$ cat config.mk
export PLATFORM = sky130hd
export DESIGN_NAME = erase_seq
export DESIGN_NICKNAME = d
export VERILOG_FILES = /design/src/rtl/eseq_pkg.sv /design/src/rtl/eseq_shift.sv /design/src/rtl/eseq_gap.sv /design/src/rtl/eseq_ctrl.sv /design/src/rtl/erase_seq.sv
export SDC_FILE = /design/constraint.sdc
export NUM_CORES = 1
export LEC_CHECK = 0
export BUFFER_PORTS_ARGS = -buffer_cell sky130_fd_sc_hd__buf_4
export CAP_MARGIN = 20
export CORE_UTILIZATION = 45
export CTS_CLUSTER_SIZE = 14
export DETAILED_ROUTE_END_ITERATION = 8
export GPL_ROUTABILITY_DRIVEN = 0
export PLACE_DENSITY = 0.74
export SYNTH_ARGS = -nofsm -noshare
export SYNTH_HDL_FRONTEND = slang
export SYNTH_SLANG_ARGS = --single-unit
export TNS_END_PERCENT = 50
$ cat constraint.sdc
create_clock -name clk_i -period 3.3 [get_ports clk_i]
set_input_delay 0.66 -clock clk_i [delete_from_list [all_inputs] [get_ports clk_i]]
set_output_delay 0.66 -clock clk_i [all_outputs]
set_load 0.01 [all_outputs]
$ cat src/rtl/eseq_pkg.sv
package eseq_pkg;
  typedef enum logic [2:0] {
    ST_NONE    = 3'd0,
    ST_PEND    = 3'd1,
    ST_ERASING = 3'd2,
    ST_SUSP    = 3'd3,
    ST_FINISH  = 3'd4
  } erase_stat_e;

  typedef enum logic [3:0] {
    S_IDLE, S_WREN, S_WREN_X, S_ERS, S_ERS_X, S_POLL, S_POLL_X,
    S_SUS_X, S_SUSD, S_RES_X, S_FIN
  } seq_state_e;

  typedef enum logic [2:0] {
    C_WREN, C_ERASE, C_RDSR, C_SUSP, C_RESM
  } cmd_e;
endpackage

$ cat src/rtl/eseq_shift.sv
module eseq_shift #(
  parameter int XFER_W = 40,
  parameter int RX_W   = 8,
  parameter int CNT_W  = $clog2(XFER_W + 1)
) (
  input  logic              clk_i,
  input  logic              rst_ni,
  input  logic              start_i,
  input  logic [CNT_W-1:0]  nbits_i,
  input  logic [XFER_W-1:0] data_i,
  input  logic              miso_i,
  output logic              busy_o,
  output logic              done_o,
  output logic              sck_o,
  output logic              mosi_o,
  output logic [RX_W-1:0]   rx_o
);
  logic [XFER_W-1:0] sr_q;
  logic [CNT_W-1:0]  cnt_q;
  logic              ph_q, busy_q, done_q;
  logic [RX_W-1:0]   rx_q;

  always_ff @(posedge clk_i or negedge rst_ni) begin
    if (!rst_ni) begin
      sr_q   <= '0;
      cnt_q  <= '0;
      ph_q   <= 1'b0;
      busy_q <= 1'b0;
      done_q <= 1'b0;
      rx_q   <= '0;
    end else begin
      done_q <= 1'b0;
      if (!busy_q) begin
        if (start_i) begin
          busy_q <= 1'b1;
          sr_q   <= data_i;
          cnt_q  <= nbits_i;
          ph_q   <= 1'b0;
        end
      end else if (!ph_q) begin
        // rising SCK: capture input
        ph_q <= 1'b1;
        rx_q <= {rx_q[RX_W-2:0], miso_i};
      end else begin
        ph_q  <= 1'b0;
        sr_q  <= {sr_q[XFER_W-2:0], 1'b0};
        cnt_q <= cnt_q - 1'b1;
        if (cnt_q == CNT_W'(1)) begin
          busy_q <= 1'b0;
          done_q <= 1'b1;
        end
      end
    end
  end

  assign busy_o = busy_q;
  assign done_o = done_q;
  assign sck_o  = busy_q & ph_q;
  assign mosi_o = busy_q & sr_q[XFER_W-1];
  assign rx_o   = rx_q;
endmodule

$ cat src/rtl/eseq_gap.sv
module eseq_gap #(
  parameter int W = 8
) (
  input  logic         clk_i,
  input  logic         rst_ni,
  input  logic         load_i,
  input  logic [W-1:0] val_i,
  output logic         zero_o
);
  logic [W-1:0] cnt_q;

  always_ff @(posedge clk_i or negedge rst_ni) begin
    if (!rst_ni)              cnt_q <= '0;
    else if (load_i)          cnt_q <= val_i;
    else if (cnt_q != '0)     cnt_q <= cnt_q - 1'b1;
  end

  assign zero_o = (cnt_q == '0);
endmodule

$ cat src/rtl/eseq_ctrl.sv
module eseq_ctrl import eseq_pkg::*; #(
  parameter int OP_W         = 8,
  parameter int ADDR_W       = 32,
  parameter int ADDR_SHORT_W = 24,
  parameter int XFER_W       = OP_W + ADDR_W,
  parameter int CNT_W        = $clog2(XFER_W + 1),
  parameter int POS_W        = $clog2(OP_W)
) (
  input  logic              clk_i,
  input  logic              rst_ni,
  input  logic [ADDR_W-1:0] addr_i,
  input  logic              addr_we_i,
  input  logic              trigger_i,
  input  logic              suspend_i,
  input  logic              resume_i,
  input  logic [OP_W-1:0]   op_wren_i,
  input  logic [OP_W-1:0]   op_erase_i,
  input  logic [OP_W-1:0]   op_rdsr_i,
  input  logic [OP_W-1:0]   op_susp_i,
  input  logic [OP_W-1:0]   op_resm_i,
  input  logic              addr4b_i,
  input  logic [POS_W-1:0]  busy_bit_i,
  input  logic              busy_high_i,
  input  logic              sh_done_i,
  input  logic [OP_W-1:0]   sh_rx_i,
  input  logic              gap_zero_i,
  input  logic              rd_zero_i,
  output logic              sh_start_o,
  output logic [CNT_W-1:0]  sh_nbits_o,
  output logic [XFER_W-1:0] sh_data_o,
  output logic              gap_load_o,
  output logic              rd_load_o,
  output erase_stat_e       status_o
);
  localparam int PAD_W = ADDR_W - ADDR_SHORT_W;

  seq_state_e        st_q, st_d;
  cmd_e              sel;
  logic [ADDR_W-1:0] addr_q, work_q;
  logic              sus_req_q, res_req_q;
  logic              flash_busy;

  assign flash_busy = (sh_rx_i[busy_bit_i] == busy_high_i);

  always_comb begin
    st_d       = st_q;
    sh_start_o = 1'b0;
    sel        = C_RDSR;
    gap_load_o = 1'b0;
    rd_load_o  = 1'b0;
    case (st_q)
      S_IDLE:   if (trigger_i) st_d = S_WREN;
      S_WREN:   if (gap_zero_i) begin
                  sh_start_o = 1'b1; sel = C_WREN; st_d = S_WREN_X;
                end
      S_WREN_X: if (sh_done_i) begin gap_load_o = 1'b1; st_d = S_ERS; end
      S_ERS:    if (gap_zero_i) begin
                  sh_start_o = 1'b1; sel = C_ERASE; st_d = S_ERS_X;
                end
      S_ERS_X:  if (sh_done_i) begin
                  gap_load_o = 1'b1; rd_load_o = 1'b1; st_d = S_POLL;
                end
      S_POLL:   if (sus_req_q && gap_zero_i) begin
                  sh_start_o = 1'b1; sel = C_SUSP; st_d = S_SUS_X;
                end else if (gap_zero_i && rd_zero_i) begin
                  sh_start_o = 1'b1; sel = C_RDSR; st_d = S_POLL_X;
                end
      S_POLL_X: if (sh_done_i) begin
                  if (flash_busy) st_d = S_POLL;
                  else begin gap_load_o = 1'b1; st_d = S_FIN; end
                end
      S_SUS_X:  if (sh_done_i) begin gap_load_o = 1'b1; st_d = S_SUSD; end
      S_SUSD:   if (res_req_q && gap_zero_i) begin
                  sh_start_o = 1'b1; sel = C_RESM; st_d = S_RES_X;
                end
      S_RES_X:  if (sh_done_i) begin
                  gap_load_o = 1'b1; rd_load_o = 1'b1; st_d = S_POLL;
                end
      S_FIN:    if (gap_zero_i) st_d = S_IDLE;
      default:  st_d = S_IDLE;
    endcase
  end

  // frame content, left aligned
  always_comb begin
    sh_data_o  = {op_rdsr_i, {ADDR_W{1'b0}}};
    sh_nbits_o = CNT_W'(2 * OP_W);
    case (sel)
      C_WREN: begin
        sh_data_o  = {op_wren_i, {ADDR_W{1'b0}}};
        sh_nbits_o = CNT_W'(OP_W);
      end
      C_ERASE: begin
        if (addr4b_i) begin
          sh_data_o  = {op_erase_i, work_q};
          sh_nbits_o = CNT_W'(OP_W + ADDR_W);
        end else begin
          sh_data_o  = {op_erase_i, work_q[ADDR_SHORT_W-1:0], {PAD_W{1'b0}}};
          sh_nbits_o = CNT_W'(OP_W + ADDR_SHORT_W);
        end
      end
      C_SUSP: begin
        sh_data_o  = {op_susp_i, {ADDR_W{1'b0}}};
        sh_nbits_o = CNT_W'(OP_W);
      end
      C_RESM: begin
        sh_data_o  = {op_resm_i, {ADDR_W{1'b0}}};
        sh_nbits_o = CNT_W'(OP_W);
      end
      default: ;
    endcase
  end

  always_ff @(posedge clk_i or negedge rst_ni) begin
    if (!rst_ni) begin
      st_q      <= S_IDLE;
      addr_q    <= '0;
      work_q    <= '0;
      sus_req_q <= 1'b0;
      res_req_q <= 1'b0;
    end else begin
      st_q <= st_d;
      if (addr_we_i) addr_q <= addr_i;
      if (st_q == S_IDLE && trigger_i) work_q <= addr_q;

      if (st_q == S_IDLE || st_q == S_FIN)
        sus_req_q <= 1'b0;
      else if (sh_start_o && sel == C_SUSP)
        sus_req_q <= 1'b0;
      else if (suspend_i && (st_q == S_POLL || st_q == S_POLL_X))
        sus_req_q <= 1'b1;

      if (sh_start_o && sel == C_RESM)
        res_req_q <= 1'b0;
      else if (resume_i && st_q == S_SUSD)
        res_req_q <= 1'b1;
    end
  end

  always_comb begin
    case (st_q)
      S_IDLE:                             status_o = ST_NONE;
      S_WREN, S_WREN_X, S_ERS, S_ERS_X:   status_o = ST_PEND;
      S_SUSD:                             status_o = ST_SUSP;
      S_FIN:                              status_o = ST_FINISH;
      default:                            status_o = ST_ERASING;
    endcase
  end
endmodule

$ cat src/rtl/erase_seq.sv
module erase_seq import eseq_pkg::*; #(
  parameter int OP_W         = 8,
  parameter int ADDR_W       = 32,
  parameter int ADDR_SHORT_W = 24,
  parameter int GAP_W        = 8
) (
  input  logic                     clk_i,
  input  logic                     rst_ni,
  input  logic [ADDR_W-1:0]        addr_i,
  input  logic                     addr_we_i,
  input  logic                     trigger_i,
  input  logic                     suspend_i,
  input  logic                     resume_i,
  input  logic [OP_W-1:0]          op_wren_i,
  input  logic [OP_W-1:0]          op_erase_i,
  input  logic [OP_W-1:0]          op_rdsr_i,
  input  logic [OP_W-1:0]          op_susp_i,
  input  logic [OP_W-1:0]          op_resm_i,
  input  logic                     addr4b_i,
  input  logic [$clog2(OP_W)-1:0]  busy_bit_i,
  input  logic                     busy_high_i,
  input  logic [GAP_W-1:0]         cs_gap_i,
  input  logic [GAP_W-1:0]         rdsr_gap_i,
  output logic [2:0]               status_o,
  output logic                     sck_o,
  output logic                     cs_no,
  output logic                     mosi_o,
  input  logic                     miso_i
);
  localparam int XFER_W = OP_W + ADDR_W;
  localparam int CNT_W  = $clog2(XFER_W + 1);
  localparam int POS_W  = $clog2(OP_W);
  localparam int N_TMR  = 2;

  logic              sh_start, sh_done, sh_busy;
  logic [CNT_W-1:0]  sh_nbits;
  logic [XFER_W-1:0] sh_data;
  logic [OP_W-1:0]   sh_rx;
  logic [N_TMR-1:0]  t_load, t_zero;
  logic [GAP_W-1:0]  t_val [N_TMR];
  erase_stat_e       stat;

  assign t_val[0] = cs_gap_i;
  assign t_val[1] = rdsr_gap_i;

  eseq_ctrl #(
    .OP_W(OP_W), .ADDR_W(ADDR_W), .ADDR_SHORT_W(ADDR_SHORT_W),
    .XFER_W(XFER_W), .CNT_W(CNT_W), .POS_W(POS_W)
  ) u_ctrl (
    .clk_i, .rst_ni, .addr_i, .addr_we_i, .trigger_i, .suspend_i, .resume_i,
    .op_wren_i, .op_erase_i, .op_rdsr_i, .op_susp_i, .op_resm_i,
    .addr4b_i, .busy_bit_i, .busy_high_i,
    .sh_done_i  (sh_done),
    .sh_rx_i    (sh_rx),
    .gap_zero_i (t_zero[0]),
    .rd_zero_i  (t_zero[1]),
    .sh_start_o (sh_start),
    .sh_nbits_o (sh_nbits),
    .sh_data_o  (sh_data),
    .gap_load_o (t_load[0]),
    .rd_load_o  (t_load[1]),
    .status_o   (stat)
  );

  eseq_shift #(.XFER_W(XFER_W), .RX_W(OP_W), .CNT_W(CNT_W)) u_shift (
    .clk_i, .rst_ni,
    .start_i (sh_start),
    .nbits_i (sh_nbits),
    .data_i  (sh_data),
    .miso_i,
    .busy_o  (sh_busy),
    .done_o  (sh_done),
    .sck_o,
    .mosi_o,
    .rx_o    (sh_rx)
  );

  for (genvar g = 0; g < N_TMR; g++) begin : g_tmr
    eseq_gap #(.W(GAP_W)) u_gap (
      .clk_i, .rst_ni,
      .load_i (t_load[g]),
      .val_i  (t_val[g]),
      .zero_o (t_zero[g])
    );
  end

  assign cs_no    = ~sh_busy;
  assign status_o = stat;
endmodule

==> metrics, run 1 <==
CORE AREA=0.01526 mm2; Pwr Density=821.6 mW/mm2; DRT Pass-1 Iters=5; grt ovf=0; most common library cells after synthesis=dfrtp_1 (143), mux2_2 (104), nand2_1 (48); Setup TNS=0 ns; Final Skew=0.008841 ns; RSZ-0062 raised after global routing=no; area occupied by multi-input gates=0.003209 mm2; Crit. End Element=flip-flop; Max Root-Sink Buffers=2; grt met1 use=0.2590; nets=838; CP max stage cell=or4_4; CTS tree=done; mux cell area share after synthesis=0.1814; max-slew violation count=0; HPWL Detailed=10.83 mm; register area=0.003580 mm2; Slowest Stage Delay on Critical Path=0.55 ns; largest net degree at the start of global routing=86; ANT cells=0; Syn Inst Count=636; crit path max fanout=9; Most Crowded Layer GR=met2; Async SR Flop Fraction=1.000; Hold Vio Cnt, Final=0; fin crit share=0.8365; H-Tree Depth=4; Filler Cell Count=1297; Post-CTS Hold Buffers=0; synthesized area=0.007037 mm2; fmax=362.3 MHz; die width=127.1 um; CTS sink cnt=143; min Tclk post-route=2.760 ns; row cnt=45; worst r2r dst=u_ctrl.st_q[1]; post-route cell area=0.008616 mm2; share of cells above drive strength 1=0.3463; most common cell in the netlist=dfrtp_1; die span in y=127.1 um; status=finished clean; dpl cell area=0.008058 mm2; CTS root buf=clkbuf_16; post-synthesis simple-gate area fraction=0.1022; Yosys cell types=49; DR WL/cell=16.30 um; drt via density=5.498; num ports=106; syn_area_per_cell=11.06 um2; first-pass GRT wire length=25.75 mm; WP buf/inv=1; postcts setup bufs=0; I/O Buffers=105; adder-cell area share of the yosys netlist=0.01209; worst skew pair latency=0.42 ns; Worst path most repeated cell=o21ai_0; synth top area cells=dfrtp_1 (51%), mux2_2 (17%), a22oi_1 (4.1%), o21ai_0 (3.2%), nand2_1 (2.6%); Synth Area in Compound Gates=0.1431; Crit path depth=7; cell count of the worst reg-to-reg path=7; Post-CTS Resized=0; FF+latch count, synth=143; Vias=5256; Post-Synth XOR/XNOR Area=0.01618; WP data required=3.57 ns; reg2reg start=g_tmr[0].u_gap.cnt_q[2]; Global Route met3 Usage=0.04816; Initial Util=0.4612; R2R Setup Slk=0.54 ns; M2 GR Usage=0.3361; VDD IR max=0.4595 mV; routed wire length=15.58 mm; area leader, netlist=dfrtp_1; relative slew slack=0.4540; crit start category=flip-flop; DRT antenna net count=0; pre-CTS WS=0.5640 ns; die area=0.01614 mm2; area share of the largest cell type after synthesis=0.5085; Final setup viols=0; initial antenna violation count=0; CP Data Arrival Time=3.03 ns; Post-synth top flop=dfrtp_1; Worst Hold Class=primary input to asynchronous set/reset pin; vias in the first global route=5305; worst slew pin tran=0.8128 ns; count of warnings emitted by yosys=0; largest family of logic cells by synthesized area=multiplexers; Synth Net Count=742; post-synthesis sequential area ratio=0.5085; Leakage=3.826 nW; total track usage=0.2027; CTS buffer count=17; CP Class=flip-flop to flip-flop; post-route worst setup slack=0.5397 ns; Starting DRT DRC Count=412; crit path cell chain=or4_4 > or3_1 > buf_4 > o21ai_0 > o211ai_1 > o21ai_0 > o31ai_1; clock-pin slew on the worst setup and hold paths=0.06 ns; crit-path leading delay family=simple AND/OR/NAND/NOR gates; Max-cap violations=0; DRC viols=0; number of enable flip-flop cells after synthesis=0; synthesis-to-finish area growth=22.44%; Power Total=7.079 mW
## sequential cells by signal, indices dropped and copies added (netlist names)
register	flops
u_shift.cnt_q	6
u_shift.busy_o	1
u_ctrl.res_req_q	1
u_shift.rx_o	8
u_ctrl.work_q	32
u_ctrl.st_q	4
u_shift.ph_q	1
u_ctrl.sus_req_q	1
g_tmr.u_gap.cnt_q	16
u_shift.done_o	1
u_shift.sr_q	40
u_ctrl.addr_q	32
## cell type report
cell class | count | area share
clock buffers | 21 | 0.05228
clock inverters | 11 | 0.01249
inverters | 24 | 0.01046
multi-input cells | 428 | 0.3725
flip-flops and latches | 143 | 0.4155
well taps | 211 | 0.03064
repair buffers | 118 | 0.1062
## per-stage QoR
step                        util  cells  hold WS, ns
after floorplan                -    636       0.3644
after global placement    0.5281    924       0.4621
after detailed placement  0.5281    924       0.4715
after CTS                 0.5647    956       0.2254
after global routing      0.5647    956       0.2455
final                     0.5647    956       0.2078
## layout by cell type (no fill, tap or decap), types with 3 or more instances in the layout
master / n
a22o_1: 9
nand3_1: 8
buf_4: 115
o211ai_1: 12
a21oi_1: 16
a211oi_1: 9
mux2_2: 104
o31a_1: 3
inv_6: 4
nand2b_1: 19
inv_1: 24
o21ai_0: 45
nand2_1: 48
nor3_1: 13
xnor2_1: 10
or3_1: 3
nor4_1: 3
mux2i_1: 6
ha_1: 6
xor2_1: 3
and3_1: 8
clkbuf_1: 3
a31oi_1: 5
clkbuf_16: 17
dfrtp_1: 142
or4_1: 5
a22oi_1: 38
nor2_1: 27
## report_power, final
part           switching (mW)  leakage, nW  internal [mW]  total (mW)
logic                    1.14         1.80           1.14        2.28
clock network           0.736        0.269           1.06        1.80
registers               0.591         1.75           2.41        3.00
## cells by family (layout without fill, tap and decap cells)
kind of cell / count (synthesis) / after routing
AOI/OAI and AO/OA: 153 / 153
DFF: 143 / 143
and+or+nand+nor: 143 / 143
muxes: 112 / 112
buffers and inverters: 65 / 174
xor gates and xnor gates: 13 / 13
adders and majority gates: 7 / 7
## worst max path at each step
stage	startpoint	to
global route	g_tmr[0].u_gap.cnt_q[3]	u_shift.sr_q[17]
floorplan	g_tmr[0].u_gap.cnt_q[3]	u_shift.cnt_q[3]
finish	g_tmr[0].u_gap.cnt_q[2]	u_ctrl.st_q[1]
detailed placement	g_tmr[0].u_gap.cnt_q[3]	u_shift.sr_q[29]
CTS	g_tmr[0].u_gap.cnt_q[2]	u_shift.sr_q[29]
global placement	busy_bit_i[0]	g_tmr[0].u_gap.cnt_q[3]
## routing by layer
| layer | vias to the layer above | part of all wire |
|---|---|---|
| li1 | 2497 | - |
| met1 | 2562 | 0.43 |
| met2 | 178 | 0.50 |
| met3 | 19 | 0.055 |
| met4 | 0 | 0.015 |
| met5 | - | 0 |
(Power assumes the default switching activity.)
==> inputs of run 2 (changes only) <==
Clock period 3.3 ns to 2.8 ns, I/O delays scaled along.
==> metrics, run 2 (synthesis results as in run 1) <==
status=finished clean; Vias=5334; CTS root buf=clkbuf_16; Worst Hold Class=primary input to asynchronous set/reset pin; Int Pwr=5.669 mW; max reg flops=40; share of cells above drive strength 1=0.3533; fmax=374.7 MHz; most frequent cells in the layout=dfrtp_1 (142), buf_4 (121), mux2_2 (104); die area=0.01614 mm2; fin crit share=0.9531; WP buf/inv=1; register area=0.003580 mm2; H-Tree Depth=4; combinational power share=0.310; num ports=106; total track usage=0.2055; ANT cells=0; Sw Pwr=2.931 mW; post-route cell area=0.008705 mm2; CORE AREA=0.01526 mm2; CTS tree=done; Final setup viols=0; Crit. End Element=flip-flop; CP Data Arrival Time=2.94 ns; most common cell after layout, fill and taps aside=dfrtp_1; Reg with most FFs=u_shift.sr_q; initial antenna violation count=0; Post-CTS Hold Buffers=0; worst skew pair latency=0.42 ns; die span in y=127.1 um; min Tclk post-route=2.669 ns; Initial Util=0.4612; Setup TNS=0 ns; Hold Vio Cnt, Final=0; CP max stage cell=or4_4; HPWL Detailed=11.09 mm; Max Root-Sink Buffers=2; row cnt=45; relative slew slack=0.5645; part of the power in registers=0.414; first-pass GRT wire length=26.07 mm; DR WL/cell=16.56 um; area occupied by multi-input gates=0.003209 mm2; largest net degree at the start of global routing=64; DRT antenna net count=0; CP Class=flip-flop to flip-flop; RSZ-0062 raised after global routing=no; VDD IR max=0.5704 mV; hold_ws=0.1148 ns; crit path max fanout=13; vias in the first global route=5392; dpl cell area=0.008083 mm2; grt ovf=0; CP Launch Point=g_tmr[0].u_gap.cnt_q[3]; Post-CTS Resized=0; routed wire length=15.92 mm; Max-cap violations=0; DRC viols=0; clock share of power=0.276; Slowest Stage Delay on Critical Path=0.57 ns; synthesis-to-finish area growth=23.70%; die width=127.1 um; drt via density=5.550; Starting DRT DRC Count=458; postcts setup bufs=0; switching share of power=0.3408; clock-pin slew on the worst setup and hold paths=0.06 ns; Final Util=0.5705; Final Skew=0.01014 ns; I/O Buffers=105; Filler Cell Count=1273; WP data required=3.08 ns; CTS buffer count=17; crit path cell chain=or4_4 > or3_1 > buf_4 > a32oi_1 > o211ai_1 > o21ai_0 > o31ai_1; crit-path leading delay family=simple AND/OR/NAND/NOR gates; Largest regs=u_shift.sr_q x40, u_ctrl.addr_q x32, u_ctrl.work_q x32; CTS sink cnt=143; DRT Pass-1 Iters=6; Pwr Density=988.0 mW/mm2; nets=843; reg2reg start=g_tmr[0].u_gap.cnt_q[3]; worst slew pin tran=0.6483 ns; crit start category=flip-flop; Leakage=3.880 nW; max-slew violation count=0
run 2: cell count changes in the layout (fill, tap and decap cells not counted):
cell / change
clkinvlp_4: -1
buf_12: -1
buf_4: +6
clkinv_4: -1
clkbuf_8: +2
bufinv_16: +2
clkbuf_1: -2
run 2: layout make-up:
| type | count | area share |
|---|---|---|
| Sequential cell | 143 | 0.4112 |
| Clock inverter | 11 | 0.01739 |
| Tap cell | 211 | 0.03033 |
| Clock buffer | 21 | 0.05405 |
| Timing Repair Buffer | 123 | 0.1079 |
| Inverter | 24 | 0.01035 |
| Multi-Input combinational cell | 428 | 0.3687 |
run 2: worst paths after layout:
kind                                                end  slack (ns)  depth (start not counted)
min in group clk_i              g_tmr[1].u_gap.cnt_q[1]        0.36                          2
worst min register to register         u_shift.sr_q[19]        0.48                          2
max in group asynchronous              u_shift.sr_q[35]        1.99                          2
worst max-delay path                     u_ctrl.st_q[1]        0.13                          7
worst min-delay path            g_tmr[1].u_gap.cnt_q[3]        0.11                          1
worst max register to register           u_ctrl.st_q[1]        0.13                          7
run 2: per-stage QoR:
stage / std cells / power, mW / setup slack, ns
4_1_cts: 961 / 8.657 / 0.1840
2_1_floorplan: 636 / 5.376 / 0.3668
6_report: 961 / 8.600 / 0.1314
5_1_grt: 961 / 9.136 / 0.005795
3_3_place_gp: 929 / 6.034 / 0.2659
3_5_place_dp: 929 / 6.235 / 0.1979
run 2: power groups by stage:
stage	clock (mW)	combinational (mW)	sequential [mW]
floorplan	0	2.15	3.23
global placement	0	2.50	3.53
detailed placement	0	2.65	3.58
CTS	2.42	2.68	3.56
global route	2.50	2.97	3.66
finish	2.37	2.66	3.56
run 2: metal layers:
metal,routed length (um),vias to the layer above,part of all wire,global-route usage
met5,0,-,0,0
met4,284,0,0.018,0.06583
met3,750,35,0.047,0.04481
met2,7842,197,0.49,0.3571
met1,7040,2591,0.44,0.2553
li1,-,2511,-,-
